$ cat src/rtl/wdg_pkg.sv
// Package: shared register offsets, widths and unlock key for the watchdog.
// Assumes byte offsets on a 12-bit address and 32-bit data.
package wdg_pkg;
    localparam int unsigned ADDR_W = 12;
    localparam int unsigned DATA_W = 32;
    localparam logic [ADDR_W-1:0] OFF_LOAD  = 12'h000;
    localparam logic [ADDR_W-1:0] OFF_COUNT = 12'h004;
    localparam logic [ADDR_W-1:0] OFF_CTRL  = 12'h008;
    localparam logic [ADDR_W-1:0] OFF_CLR   = 12'h00C;
    localparam logic [ADDR_W-1:0] OFF_STAT  = 12'h014;
    localparam logic [ADDR_W-1:0] OFF_LOCK  = 12'hC00;
    localparam logic [DATA_W-1:0] UNLOCK_KEY = 32'h1ACCE551;

    typedef struct packed {
        logic rst_en;
        logic run;
    } ctrl_t;
endpackage

$ cat src/rtl/wdg_regs.sv
// Module: register file with key lock. It holds load, control and lock state,
// turns unlocked writes into reload/clear commands for the counter, and
// drives the combinational read mux. Assumes one write per cycle at most.
module wdg_regs
    import wdg_pkg::*;
#(
    parameter int unsigned AW = ADDR_W,
    parameter int unsigned DW = DATA_W
) (
    input  logic          clk,
    input  logic          rst_n,
    input  logic [AW-1:0] addr,
    input  logic [DW-1:0] wdata,
    input  logic          we,
    input  logic [DW-1:0] count,
    input  logic          pend,
    output logic [DW-1:0] load_q,
    output ctrl_t         ctrl_q,
    output logic          reload,
    output logic [DW-1:0] reload_val,
    output logic          clr,
    output logic [DW-1:0] rdata
);
    logic locked_q;
    logic wr_ok;
    logic wr_load, wr_ctrl, wr_clr, wr_lock;

    // Decode writes; only the lock register accepts writes while locked.
    always_comb begin
        wr_ok   = we && !locked_q;
        wr_load = wr_ok && (addr == AW'(OFF_LOAD));
        wr_ctrl = wr_ok && (addr == AW'(OFF_CTRL));
        wr_clr  = wr_ok && (addr == AW'(OFF_CLR));
        wr_lock = we && (addr == AW'(OFF_LOCK));
    end

    // Lock state: key unlocks, any other value locks.
    always_ff @(posedge clk) begin
        if (!rst_n)       locked_q <= 1'b1;
        else if (wr_lock) locked_q <= (wdata != UNLOCK_KEY);
    end

    // Load and control registers.
    always_ff @(posedge clk) begin
        if (!rst_n) begin
            load_q <= '0;
            ctrl_q <= '0;
        end else begin
            if (wr_load) load_q <= wdata;
            if (wr_ctrl) ctrl_q <= ctrl_t'(wdata[1:0]);
        end
    end

    // Counter commands: clear reloads from load; load write reloads while running.
    always_comb begin
        clr        = wr_clr;
        reload     = wr_clr || (wr_load && ctrl_q.run);
        reload_val = wr_load ? wdata : load_q;
    end

    // Read mux; reserved bits and unmapped offsets return zero.
    always_comb begin
        unique case (addr)
            AW'(OFF_LOAD):  rdata = load_q;
            AW'(OFF_COUNT): rdata = count;
            AW'(OFF_CTRL):  rdata = {{(DW-2){1'b0}}, ctrl_q};
            AW'(OFF_STAT):  rdata = {{(DW-1){1'b0}}, pend && ctrl_q.run};
            AW'(OFF_LOCK):  rdata = {{(DW-1){1'b0}}, locked_q};
            default:        rdata = '0;
        endcase
    end

    AST_LOCKED_LOAD_HOLD: assert property (@(posedge clk) disable iff (!rst_n)
        (locked_q && we && addr == AW'(OFF_LOAD)) |=> $stable(load_q));
    AST_LOCKED_CTRL_HOLD: assert property (@(posedge clk) disable iff (!rst_n)
        (locked_q && we && addr == AW'(OFF_CTRL)) |=> $stable(ctrl_q));
endmodule

$ cat src/rtl/wdg_counter.sv
// Module: down-counter with two-stage expiry. The first expiry sets the
// pending flag and reloads; an expiry while pending sets a sticky reset
// request when enabled. Assumes reload/clr come from the register file.
module wdg_counter #(
    parameter int unsigned DW = 32
) (
    input  logic          clk,
    input  logic          rst_n,
    input  logic          run,
    input  logic          rst_en,
    input  logic          tick,
    input  logic          reload,
    input  logic [DW-1:0] reload_val,
    input  logic          clr,
    input  logic [DW-1:0] load_q,
    output logic [DW-1:0] count,
    output logic          pend,
    output logic          rst_req
);
    logic step;
    logic expire;

    // Qualify a counting cycle and detect expiry; software reload wins.
    always_comb begin
        step   = run && tick && !reload;
        expire = step && (count == '0);
    end

    // Count register: reload, wrap to load at expiry, else decrement.
    always_ff @(posedge clk) begin
        if (!rst_n)      count <= '0;
        else if (reload) count <= reload_val;
        else if (expire) count <= load_q;
        else if (step)   count <= count - 1'b1;
    end

    // First-stage pending flag: cleared by service or stopping.
    always_ff @(posedge clk) begin
        if (!rst_n)              pend <= 1'b0;
        else if (clr || !run)    pend <= 1'b0;
        else if (expire)         pend <= 1'b1;
    end

    // Second-stage reset request, held until block reset.
    always_ff @(posedge clk) begin
        if (!rst_n)                         rst_req <= 1'b0;
        else if (expire && pend && rst_en)  rst_req <= 1'b1;
    end

    AST_RST_STICKY: assert property (@(posedge clk) disable iff (!rst_n)
        rst_req |=> rst_req);
    AST_RST_AFTER_PEND: assert property (@(posedge clk) disable iff (!rst_n)
        $rose(rst_req) |-> $past(pend));
    AST_FROZEN_WHEN_STOPPED: assert property (@(posedge clk) disable iff (!rst_n)
        (!run && !reload) |=> $stable(count));
    AST_CLR_DROPS_PEND: assert property (@(posedge clk) disable iff (!rst_n)
        clr |=> !pend);
    AST_HOLD_NO_TICK: assert property (@(posedge clk) disable iff (!rst_n)
        (!tick && !reload) |=> $stable(count));
endmodule

$ cat src/rtl/twostage_wdog.sv
// Module: top of the lockable two-stage watchdog. It ties the register file to
// the counter. Assumes cnt_en is synchronous to clk.
module twostage_wdog
    import wdg_pkg::*;
#(
    parameter int unsigned AW = ADDR_W,
    parameter int unsigned DW = DATA_W
) (
    input  logic          clk,
    input  logic          rst_n,
    input  logic          cnt_en,
    input  logic [AW-1:0] addr,
    input  logic [DW-1:0] wdata,
    input  logic          we,
    output logic [DW-1:0] rdata,
    output logic          irq,
    output logic          rst_req
);
    logic [DW-1:0] load_q, count, reload_val;
    ctrl_t         ctrl_q;
    logic          reload, clr, pend;

    wdg_regs #(.AW(AW), .DW(DW)) u_regs (
        .clk(clk), .rst_n(rst_n), .addr(addr), .wdata(wdata), .we(we),
        .count(count), .pend(pend), .load_q(load_q), .ctrl_q(ctrl_q),
        .reload(reload), .reload_val(reload_val), .clr(clr), .rdata(rdata)
    );

    wdg_counter #(.DW(DW)) u_cnt (
        .clk(clk), .rst_n(rst_n), .run(ctrl_q.run), .rst_en(ctrl_q.rst_en),
        .tick(cnt_en), .reload(reload), .reload_val(reload_val), .clr(clr),
        .load_q(load_q), .count(count), .pend(pend), .rst_req(rst_req)
    );

    // Interrupt output drops as soon as the run bit is cleared.
    always_comb irq = pend && ctrl_q.run;

    AST_IRQ_NEEDS_RUN: assert property (@(posedge clk) disable iff (!rst_n)
        irq |-> ctrl_q.run);
endmodule

$ cat config.mk
export PLATFORM = sky130hd
export DESIGN_NAME = twostage_wdog
export DESIGN_NICKNAME = d
export VERILOG_FILES = /design/src/rtl/wdg_pkg.sv /design/src/rtl/wdg_regs.sv /design/src/rtl/wdg_counter.sv /design/src/rtl/twostage_wdog.sv
export SDC_FILE = /design/constraint.sdc
export NUM_CORES = 1
export LEC_CHECK = 0
export CAP_MARGIN = 20
export CORE_MARGIN = 8
export CORE_UTILIZATION = 30
export DETAILED_ROUTE_END_ITERATION = 12
export DONT_BUFFER_PORTS = 1
export GPL_TIMING_DRIVEN = 0
export PLACE_DENSITY_LB_ADDON = 0.12
export REMOVE_ABC_BUFFERS = 1
export SLEW_MARGIN = 5
export SYNTH_ARGS = -nofsm -noshare
export SYNTH_HDL_FRONTEND = slang
export SYNTH_SLANG_ARGS = --single-unit
$ cat constraint.sdc
create_clock -name clk -period 6 [get_ports clk]
set_clock_uncertainty 0.15 [all_clocks]
set_input_delay 0.9 -clock clk [delete_from_list [all_inputs] [get_ports clk]]
set_output_delay 0.9 -clock clk [all_outputs]
set_load 0.03 [all_outputs]
==> reports/qor.yml, run 1 <==
status: "completed"
track_usage: 0.161
end_kind: "primary output"
min-delay-start: "u_regs.load_q[7]"
critPathSlowestCell: "and3_2"
reg2reg_depth: 7
syn2layout_area_growth_pct: 11.0
wirelength_mm: 15.7
critical_path_class: "input pin to primary output"
clk_pin_slew_ps: 50
max-vdd-ir-drop_mv: 0.131
grt_first_pass_wirelength_mm: 24.3
routed-via-count: 4129
critPathMaxStageDelay_ps: 740
crit_fanout: 32
critPathTopFamily: "simple AND/OR/NAND/NOR gates"
clock_sinks: 69
worstPathCellList: "nor4_2 -> buf_6 -> and3_2 -> nand2_1 -> o21ai_0"
grt_pass1_vias: 4098
postCtsSetupBuffers: 0
ys_types: 64
synth-edff-count: 0
dieHeight_um: 139
hold_depth: 2
drc: 0
setup_viol: 0
routed_via_density: 5.73
num-fill-cells: 1600
synth.avg_cell_area_um2: 8.10
synth_ff_type: "dfxtp_1"
tightest_slew_ps: 959
nNetsFinal: 580
drtAntennaViolNets: 0
io_pins: 82
whs_endpoint: "u_regs.load_q[7]"
die_area_um2: 19200
die_w_um: 139
dp_hpwl_mm: 11.0
cp.arrival_ps: 3110
ys_seq_elements: 69
grt_antenna_before_repair: 0
rrSetupSlack_ps: 2450
coreArea_um2: 15000
r2r_end: "u_cnt.count[28]"
worstHoldPathType: "flop to flop"
initial_core_util: 0.301
grt_max_degree: 74
ctsHoldBuffers: 0
hold_viol: 0
numPlacedInstances: 708
drt_iter0_drc: 310
slew_violations: 0
clock_latency_ps: 340
rsz0062_at_grt: "no"
synthTopCellsByArea: "dfxtp_1 (31%), mux2i_1 (7.3%), a22o_1 (6.4%), nand2_1 (6.0%), o21ai_0 (4.9%)"
htreeDepth: 3
cts-buffers-inserted: 9
drive_gt1_frac: 0.0827
max_cap_viol_count: 0
worst_setup_path_start_kind: "input pin"
wl_per_cell_um: 21.8
power_per_cell_area_nw_per_um2: 188
path_buf_inv: 1
fin_crit_sh: 0.693
cts_tree: "built"
max_slew_margin: 0.354
cts_root_buf: "clkbuf_16"
drtPass1Iterations: 4
rows: 45
cts-resized-gates: 0
synth_top_cell_area_share: 0.306
antenna_cells: 0
min_period_ps: 4160
io_buffers: 0
worstReg2RegStart: "u_regs.ctrl_q[0]"
hold_ws_ps: 341
synth_area_um2: 4510
overflow: 0
synth_seq_area_share: 0.306
yosysWarningCount: 0
synthCells: 557
place_congestion: 0.765
finalNonFillerCells: 720
leakage_nw: 1.76
synth_top_area_cell: "dfxtp_1"
clockBufferDepth: 2
ys_async_sr_fraction: 0
worstPathRequired_ps: 4950
fmax_mhz: 241
worst max-delay path by stage:
stage               startpoint               to  slack [ps]  cells after the start
detailed placement     addr[2]         rdata[1]        1830                      5
global route           addr[2]         rdata[1]        1740                      5
floorplan              addr[3]  u_cnt.count[13]       -1870                      5
global placement       addr[3]  u_cnt.count[15]       -6330                      5
CTS                    addr[2]         rdata[1]        1820                      5
finish                 addr[2]         rdata[1]        1840                      5
Yosys cell counts (2+ instances only):
cell type and count:
a211o_1 2, a21boi_0 29, a21oi_1 5, a22o_1 33
a22oi_1 14, a31o_2 2, a31oi_1 10, and2_1 4
and3_1 4, and4_1 2, and4b_1 2, buf_1 2
buf_2 6, clkbuf_1 36, clkbuf_2 2, dfxtp_1 69
inv_1 4, mux2_2 3, mux2i_1 33, nand2_1 72
nand2b_1 2, nand3_1 37, nand4_1 11, nand4b_1 2
nor2_1 23, nor2b_1 13, nor3_1 7, nor3b_1 2
nor4_1 5, nor4_2 2, nor4_4 2, nor4b_1 5
o2111ai_1 3, o21a_1 5, o21ai_0 44, o2bb2ai_1 3
or3_1 3, or4_1 4, or4_4 2, xnor2_1 12
xor2_1 13
worst register-to-register path: stages, from the launching register on:
cell	delay, ps
dfxtp_1	440
nor3b_1	240
o2111ai_4	620
buf_16	240
nor2b_1	630
nand3_1	620
o32ai_1	440
a21o_1	110
placed cells by master (no fill, tap or decap), drive strengths merged, types with 3 or more instances in the layout:
cell	netlist	final
o21ai	44	44
mux2	3	3
a21boi	29	29
nand4	11	11
o2bb2ai	3	3
o2111ai	3	3
nor2b	13	13
inv	4	4
and3	4	4
xor2	13	13
mux2i	33	33
nor4	9	9
dfxtp	69	69
xnor2	12	12
buf	10	11
nand3	38	38
nor4b	6	6
and2	4	4
o21a	5	5
a22oi	14	14
a21oi	5	5
nor3	9	9
nor2	24	24
or4	6	6
clkbuf	38	12
a31oi	10	10
a22o	34	34
nand2	72	72
or3	3	3
a211o	3	3
power breakdown:
part / switching [mW] / internal [mW]
logic: 0.00770 / 0.0111
clock network: 0.195 / 0.271
registers: 0.000000000000000530 / 0.458
metrics by stage:
stage          setup WS, ps  area [µm²]  TNS [ps]   util  total power [mW]
6_report               1840        5010         0  0.335             0.943
5_1_grt                1740        5010         0  0.335             0.975
4_1_cts                1820        5010         0  0.335             0.960
3_5_place_dp           1830        4770         0  0.319             0.487
3_3_place_gp          -6330        4550   -419490  0.304             0.487
2_1_floorplan         -1870        4310    -93360      -             0.483
per-layer routing:
layer  wire length, µm  global-route usage  up-vias
li1                  -                   -     2015
met1              7190               0.195     2009
met2              7370               0.264       87
met3               858              0.0506       18
met4               246              0.0566        0
met5                 0                   0        -
cell type report:
class | instances | area [µm²] | share of cell area
Inverter | 4 | 15.0 | 0.00300
Multi-Input combinational cell | 436 | 2950 | 0.589
Sequential cell | 69 | 1380 | 0.276
Timing Repair Buffer | 11 | 190 | 0.0380
Tap cell | 188 | 235 | 0.0470
Clock buffer | 12 | 236 | 0.0472
logic make-up after synthesis:
logic type      share of synthesized area
mux                                0.0807
xor+xnor                           0.0485
compound gates                      0.253
fa+ha+maj                         0.00277
simple gates                        0.261
flops                               0.306
buf+inv                            0.0479
state kept, by name, summed over array words and instances, names as in the netlist:
register and flops:
u_regs.ctrl_q 2, u_regs.locked_q 1, u_regs.load_q 32, u_cnt.rst_req 1, u_cnt.pend 1, u_cnt.count 32
(Power assumes the default switching activity.)
==> inputs of run 2 (changes only) <==
--- a/config.mk
+++ b/config.mk
@@ -5,6 +5,7 @@
 export SDC_FILE = /design/constraint.sdc
 export NUM_CORES = 1
 export LEC_CHECK = 0
+export ABC_AREA = 1
 export CAP_MARGIN = 20
 export CORE_MARGIN = 8
 export CORE_UTILIZATION = 30
==> constraint.sdc (replaced) <==
create_clock -name clk -period 4.3 [get_ports clk]
set_clock_uncertainty 0.15 [all_clocks]
set_input_delay 0.645 -clock clk [delete_from_list [all_inputs] [get_ports clk]]
set_output_delay 0.645 -clock clk [all_outputs]
set_load 0.03 [all_outputs]
==> reports/qor.yml, run 2 <==
utilization: 0.336  # +0.00104
track_usage: 0.164  # +0.00287
place_congestion: 0.834  # +9.0%
comb_power_share: 0.024  # +0.004
drive_gt1_frac: 0.0835  # +0.000831
hold_ws_ps: 255  # -85.3 ps
htreeDepth: 3  # unchanged
synth-edff-count: 0  # unchanged
critPathMaxStageDelay_ps: 840  # +100 ps
worstPathCellList: "nor2_1 -> nand2_1 -> nor2_1 -> nand2_1 -> buf_16 -> o21ai_0"
drtPass1Iterations: 4  # unchanged
synth_commonest_cells: "nand2_1 (231), inv_1 (158), nor2_1 (87)"
synth_ff_type: "dfxtp_1"
hold_viol: 0  # unchanged
num-fill-cells: 1802  # +13%
yosysMostFrequentCell: "nand2_1"
power_mw: 1.39  # +48%
syn2layout_area_growth_pct: 10.3
synthCells: 823  # +48%
initial_core_util: 0.304  # +0.00286
cts_tree: "built"
drt_iter0_drc: 356  # +15%
cts_root_buf: "clkbuf_16"
worst_setup_path_start_kind: "input pin"
max-vdd-ir-drop_mv: 0.186  # +42%
coreArea_um2: 16400  # +9.5%
overflow: 0  # unchanged
cts-resized-gates: 0  # unchanged
ys_async_sr_fraction: 0  # unchanged
ctsHoldBuffers: 0  # unchanged
min_period_ps: 3940
seqCellArea_um2: 1380  # unchanged
max_cap_viol_count: 0  # unchanged
io_pins: 82  # unchanged
drtAntennaViolNets: 0  # unchanged
ys_types: 41  # -36%
wl_per_cell_um: 16.9  # -22%
synth_top_cell_area_share: 0.277  # -0.0293
synth_area_um2: 4990  # +11%
fin_crit_sh: 0.917
routed-via-count: 4946  # +20%
dp_hpwl_mm: 12.8  # +16%
rsz0062_at_grt: "no"
setup_viol: 0  # unchanged
rows: 47  # +4.4%
seqPwrFrac: 0.459  # -0.027
end_kind: "primary output"
final_common_cell: "nand2_1"
dieHeight_um: 145  # +4.6%
synthTopCellsByArea: "dfxtp_1 (28%), nand2_1 (17%), inv_1 (12%), nor2_1 (6.5%), a21oi_1 (3.8%)"
critPathSlowestCell: "o21ai_0"
clockBufferDepth: 2  # unchanged
grt_max_degree: 34  # -54%
p_switching_mw: 0.312  # +54%
wirelength_mm: 17.4  # +11%
power_per_cell_area_nw_per_um2: 253  # +34%
crit_fanout: 17  # -47%
setup_ws_ps: 357  # -1490 ps
leakage_nw: 2.53  # +44%
intPower_mw: 1.08  # +46%
synth_top_area_cell: "dfxtp_1"
grt_first_pass_wirelength_mm: 27.1  # +12%
antenna_cells: 0  # unchanged
max_slew_margin: 0.245  # -0.109
p_sw_frac: 0.224  # +0.00856
drc: 0  # unchanged
worstPathRequired_ps: 3500  # -1450 ps
yosysWarningCount: 0  # unchanged
synth_seq_area_share: 0.277  # -0.0293
largestRegisters: "u_cnt.count: 32 flops, u_regs.load_q: 32 flops, u_regs.ctrl_q: 2 flops"
numPlacedInstances: 1019  # +44%
slew_violations: 0  # unchanged
die_w_um: 145  # +4.6%
final_cell_mix: "nand2_1 (231), inv_1 (158), nor2_1 (87)"
dp_slack_ps: 307  # -1520 ps
nNetsFinal: 859  # +48%
clkPwrFrac: 0.517  # +0.023
status: "completed"
ys_seq_elements: 69  # unchanged
cp.arrival_ps: 3150  # +40 ps
critical_path_class: "input pin to primary output"
clk_pin_slew_ps: 60  # about the same
tightest_slew_ps: 1120  # +162 ps
routed_via_density: 4.78  # -17%
fmax_mhz: 254
worstHoldPathType: "input pin to flop"
postCtsSetupBuffers: 0  # unchanged
grt_pass1_vias: 4732  # +15%
die_area_um2: 21000  # +9.3%
multiInputGateArea_um2: 2850  # -3.4%
cts-buffers-inserted: 9  # unchanged
finalNonFillerCells: 1034  # +44%
synth.avg_cell_area_um2: 6.07  # -25%
clock_sinks: 69  # unchanged
io_buffers: 0  # unchanged
clock_latency_ps: 340  # about the same
grt_antenna_before_repair: 0  # unchanged
[run 2: cell count changes after synthesis, sizes merged, moves of 33 or more]
cell,delta
a21oi,+34
mux2i,-33
nor2,+77
a22o,-34
inv,+156
nand2,+164
[run 2: area by class of cell]
| cell class | count | area share |
|---|---|---|
| clock inverter | 1 | 0.000909 |
| multi-input combinational | 563 | 0.518 |
| tap | 220 | 0.0500 |
| inverter | 161 | 0.110 |
| timing repair buffer | 6 | 0.0207 |
| sequential | 69 | 0.251 |
| clock buffer | 14 | 0.0498 |
[run 2: worst max-delay path: cells and delay by family]
kind / cells / cell delay (ps)
buffers and inverters: 1 / 330
AO/OA/AOI/OAI: 1 / 840
AND/OR/NAND/NOR: 4 / 1330
[run 2: path summary, 6_finish.rpt]
path | slack [ps] | depth (start not counted) | endpoint | start
worst max-delay path | 360 | 6 | rdata[18] | addr[1]
worst min-delay path | 260 | 1 | u_regs.locked_q | rst_n
worst max register to register | 1680 | 11 | u_cnt.count[3] | u_cnt.count[0]
worst min register to register | 340 | 2 | u_regs.ctrl_q[1] | u_regs.ctrl_q[1]
[run 2: through the flow]
| step | area [µm²] | TNS (ps) |
|---|---|---|
| floorplan | 4830 | 0 |
| global route | 5510 | 0 |
| CTS | 5510 | 0 |
| finish | 5510 | 0 |
| detailed placement | 5230 | 0 |
| global placement | 5110 | -353 |
[run 2: power groups by stage]
stage / registers (mW) / clock network (mW) / logic [mW]
finish: 0.639 / 0.721 / 0.0334
CTS: 0.639 / 0.740 / 0.0343
detailed placement: 0.653 / 0 / 0.0342
floorplan: 0.653 / 0 / 0.0213
global placement: 0.653 / 0 / 0.0316
global route: 0.639 / 0.761 / 0.0369
[run 2: layer usage]
layer | track usage | vias up | wire (µm)
met5 | 0 | - | 0
met4 | 0.0589 | 0 | 255
met3 | 0.0317 | 15 | 889
met2 | 0.271 | 117 | 8230
met1 | 0.207 | 2265 | 8060
li1 | - | 2549 | -
[run 2: logic make-up (layout without fill, tap and decap cells)]
| family | after synthesis | after routing | share of synthesized area |
|---|---|---|---|
| buf+inv | 191 | 182 | 0.153 |
| compound gates | 122 | 122 | 0.148 |
| simple gates | 419 | 419 | 0.383 |
| flops | 69 | 69 | 0.277 |
| fa+ha+maj | 1 | 1 | 0.00251 |
| xor+xnor | 21 | 21 | 0.0368 |
==> inputs of run 3 (changes only) <==
--- a/config.mk
+++ b/config.mk
@@ -5,8 +5,9 @@
 export SDC_FILE = /design/constraint.sdc
 export NUM_CORES = 1
 export LEC_CHECK = 0
-export ABC_AREA = 1
 export CAP_MARGIN = 20
+export CELL_PAD_IN_SITES_DETAIL_PLACEMENT = 2
+export CELL_PAD_IN_SITES_GLOBAL_PLACEMENT = 2
 export CORE_MARGIN = 8
 export CORE_UTILIZATION = 30
 export DETAILED_ROUTE_END_ITERATION = 12
==> reports/qor.yml, run 3 (synthesized netlist as in run 1, its figures left out) <==
track_usage: 0.183  # +0.0195
use_met3: 0.0544  # +0.0227
setup_viol: 0  # unchanged
drtAntennaViolNets: 0  # unchanged
postCtsSetupBuffers: 0  # unchanged
clk_pin_slew_ps: 50  # about the same
antenna_cells: 0  # unchanged
overflow: 0  # unchanged
die_area_um2: 19200  # -8.5%
hold_viol: 0  # unchanged
worstPathRequired_ps: 3500  # about the same
cts_tree: "built"
dp_hpwl_mm: 12.6  # -1.8%
routed_via_density: 5.85  # +22%
fmax_mhz: 277  # +9.1%
grt_max_degree: 74  # +120%
grtUsageMet1: 0.220  # +0.0131
dp_slack_ps: 430  # +123 ps
hold_ws_ps: 280  # +24.4 ps
clockBufferDepth: 2  # unchanged
die_w_um: 139  # -4.4%
seqPwrFrac: 0.465  # +0.006
io_pins: 82  # unchanged
clkPwrFrac: 0.516  # about the same
p_switching_mw: 0.299  # -4.3%
worstPathCellList: "nor4_2 -> and3_2 -> nand2_1 -> o21ai_0"
slew_violations: 0  # unchanged
wl_per_cell_um: 24.2  # +44%
drive_gt1_frac: 0.0894  # +0.00585
met2_usage: 0.316  # +0.0445
min-delay-start: "rst_n"
final_common_cell: "nand2_1"
grt_pass1_vias: 4524  # -4.4%
drt_iter0_drc: 165  # -54%
intPower_mw: 1.08  # -0.42%
wirelength_mm: 17.6  # +0.62%
dieHeight_um: 139  # -4.4%
routed-via-count: 4238  # -14%
min_period_ps: 3620  # -327 ps
place_congestion: 0.756  # -9.4%
ctsHoldBuffers: 0  # unchanged
cp.arrival_ps: 2820  # -330 ps
cts-buffers-inserted: 9  # unchanged
tightest_slew_ps: 955  # -166 ps
num-fill-cells: 1680  # -6.8%
htreeDepth: 3  # unchanged
power_per_cell_area_nw_per_um2: 274  # +8.0%
worstReg2RegStart: "u_regs.ctrl_q[0]"
clock_sinks: 69  # unchanged
worstHoldPathType: "input pin to flop"
io_buffers: 0  # unchanged
max_slew_margin: 0.356  # +0.112
final_cell_mix: "nand2_1 (71), dfxtp_1 (69), o21ai_0 (44)"
rsz0062_at_grt: "no"
status: "completed"
max-vdd-ir-drop_mv: 0.178  # -4.5%
end_kind: "primary output"
drc: 0  # unchanged
nNetsFinal: 581  # -32%
finalSetupTns_ps: 0  # unchanged
coreArea_um2: 15000  # -8.7%
seqCellArea_um2: 1380  # unchanged
fin_crit_sh: 0.841  # -0.0761
max_cap_viol_count: 0  # unchanged
worst_setup_path_start_kind: "input pin"
cts-resized-gates: 0  # unchanged
critPathTopFamily: "simple AND/OR/NAND/NOR gates"
busiest_layer: "met2"
critPathLaunch: "addr[5]"
setup_ws_ps: 685  # +327 ps
largestRegisters: "u_cnt.count: 32 flops, u_regs.load_q: 32 flops, u_regs.ctrl_q: 2 flops"
leakage_nw: 1.77  # -30%
critical_path_class: "input pin to primary output"
grt_antenna_before_repair: 0  # unchanged
path_buf_inv: 0  # -1
clock_latency_ps: 340  # about the same
critPathMaxStageDelay_ps: 900  # +60 ps
comb_power_share: 0.020  # -0.004
drtPass1Iterations: 4  # unchanged
p_sw_frac: 0.217  # -0.00684
finalNonFillerCells: 725  # -30%
rows: 45  # -4.3%
critPathSlowestCell: "and3_2"
syn2layout_area_growth_pct: 11.4
power_mw: 1.38  # -1.3%
grt_first_pass_wirelength_mm: 27.7  # +2.0%
numPlacedInstances: 709  # -30%
multiInputGateArea_um2: 2950  # +3.5%
cts_root_buf: "clkbuf_16"
crit_fanout: 32  # +15
initial_core_util: 0.301  # -0.00286
## run 3: changes by cell type in the layout (fill, tap and decap cells not counted), sizes merged, moves of 14 or more
cell / previous run / this run
a21boi: 0 / 29
nand2: 236 / 72
o22ai: 17 / 0
a22oi: 0 / 14
nor2: 101 / 24
a22o: 0 / 34
mux2i: 0 / 33
a21oi: 39 / 5
inv: 160 / 4
## run 3: path summary, 6_finish.rpt
path | cells past startpoint | endpoint | slack [ps]
max | 4 | rdata[1] | 680
min | 1 | u_regs.locked_q | 280
max reg2reg | 7 | u_cnt.count[28] | 720
min reg2reg | 2 | u_regs.load_q[11] | 350
## run 3: metal layers
layer	vias to the layer above	wire, µm
li1	2011	-
met1	2142	7830
met2	72	8640
met3	13	890
met5	-	0
met4	0	189
## run 3: stage by stage
step,instance area (µm²),utilization
after floorplan,4310,-
after global placement,4550,0.304
after detailed placement,4760,0.318
after CTS,5030,0.336
after global routing,5030,0.336
final,5030,0.336
## run 3: power by group through the flow
stage | logic (mW) | clock network, mW | registers, mW
3_3_place_gp | 0.0269 | 0 | 0.653
3_5_place_dp | 0.0273 | 0 | 0.653
6_report | 0.0272 | 0.709 | 0.639
5_1_grt | 0.0290 | 0.766 | 0.639
4_1_cts | 0.0275 | 0.734 | 0.639
2_1_floorplan | 0.0213 | 0 | 0.653
## run 3: area by class of cell
cell class,count,share of cell area
clock buffers,15,0.0532
well taps,188,0.0468
multi-input cells,436,0.587
repair buffers,12,0.0346
flip-flops and latches,69,0.275
clock inverters,1,0.000995
inverters,4,0.00299
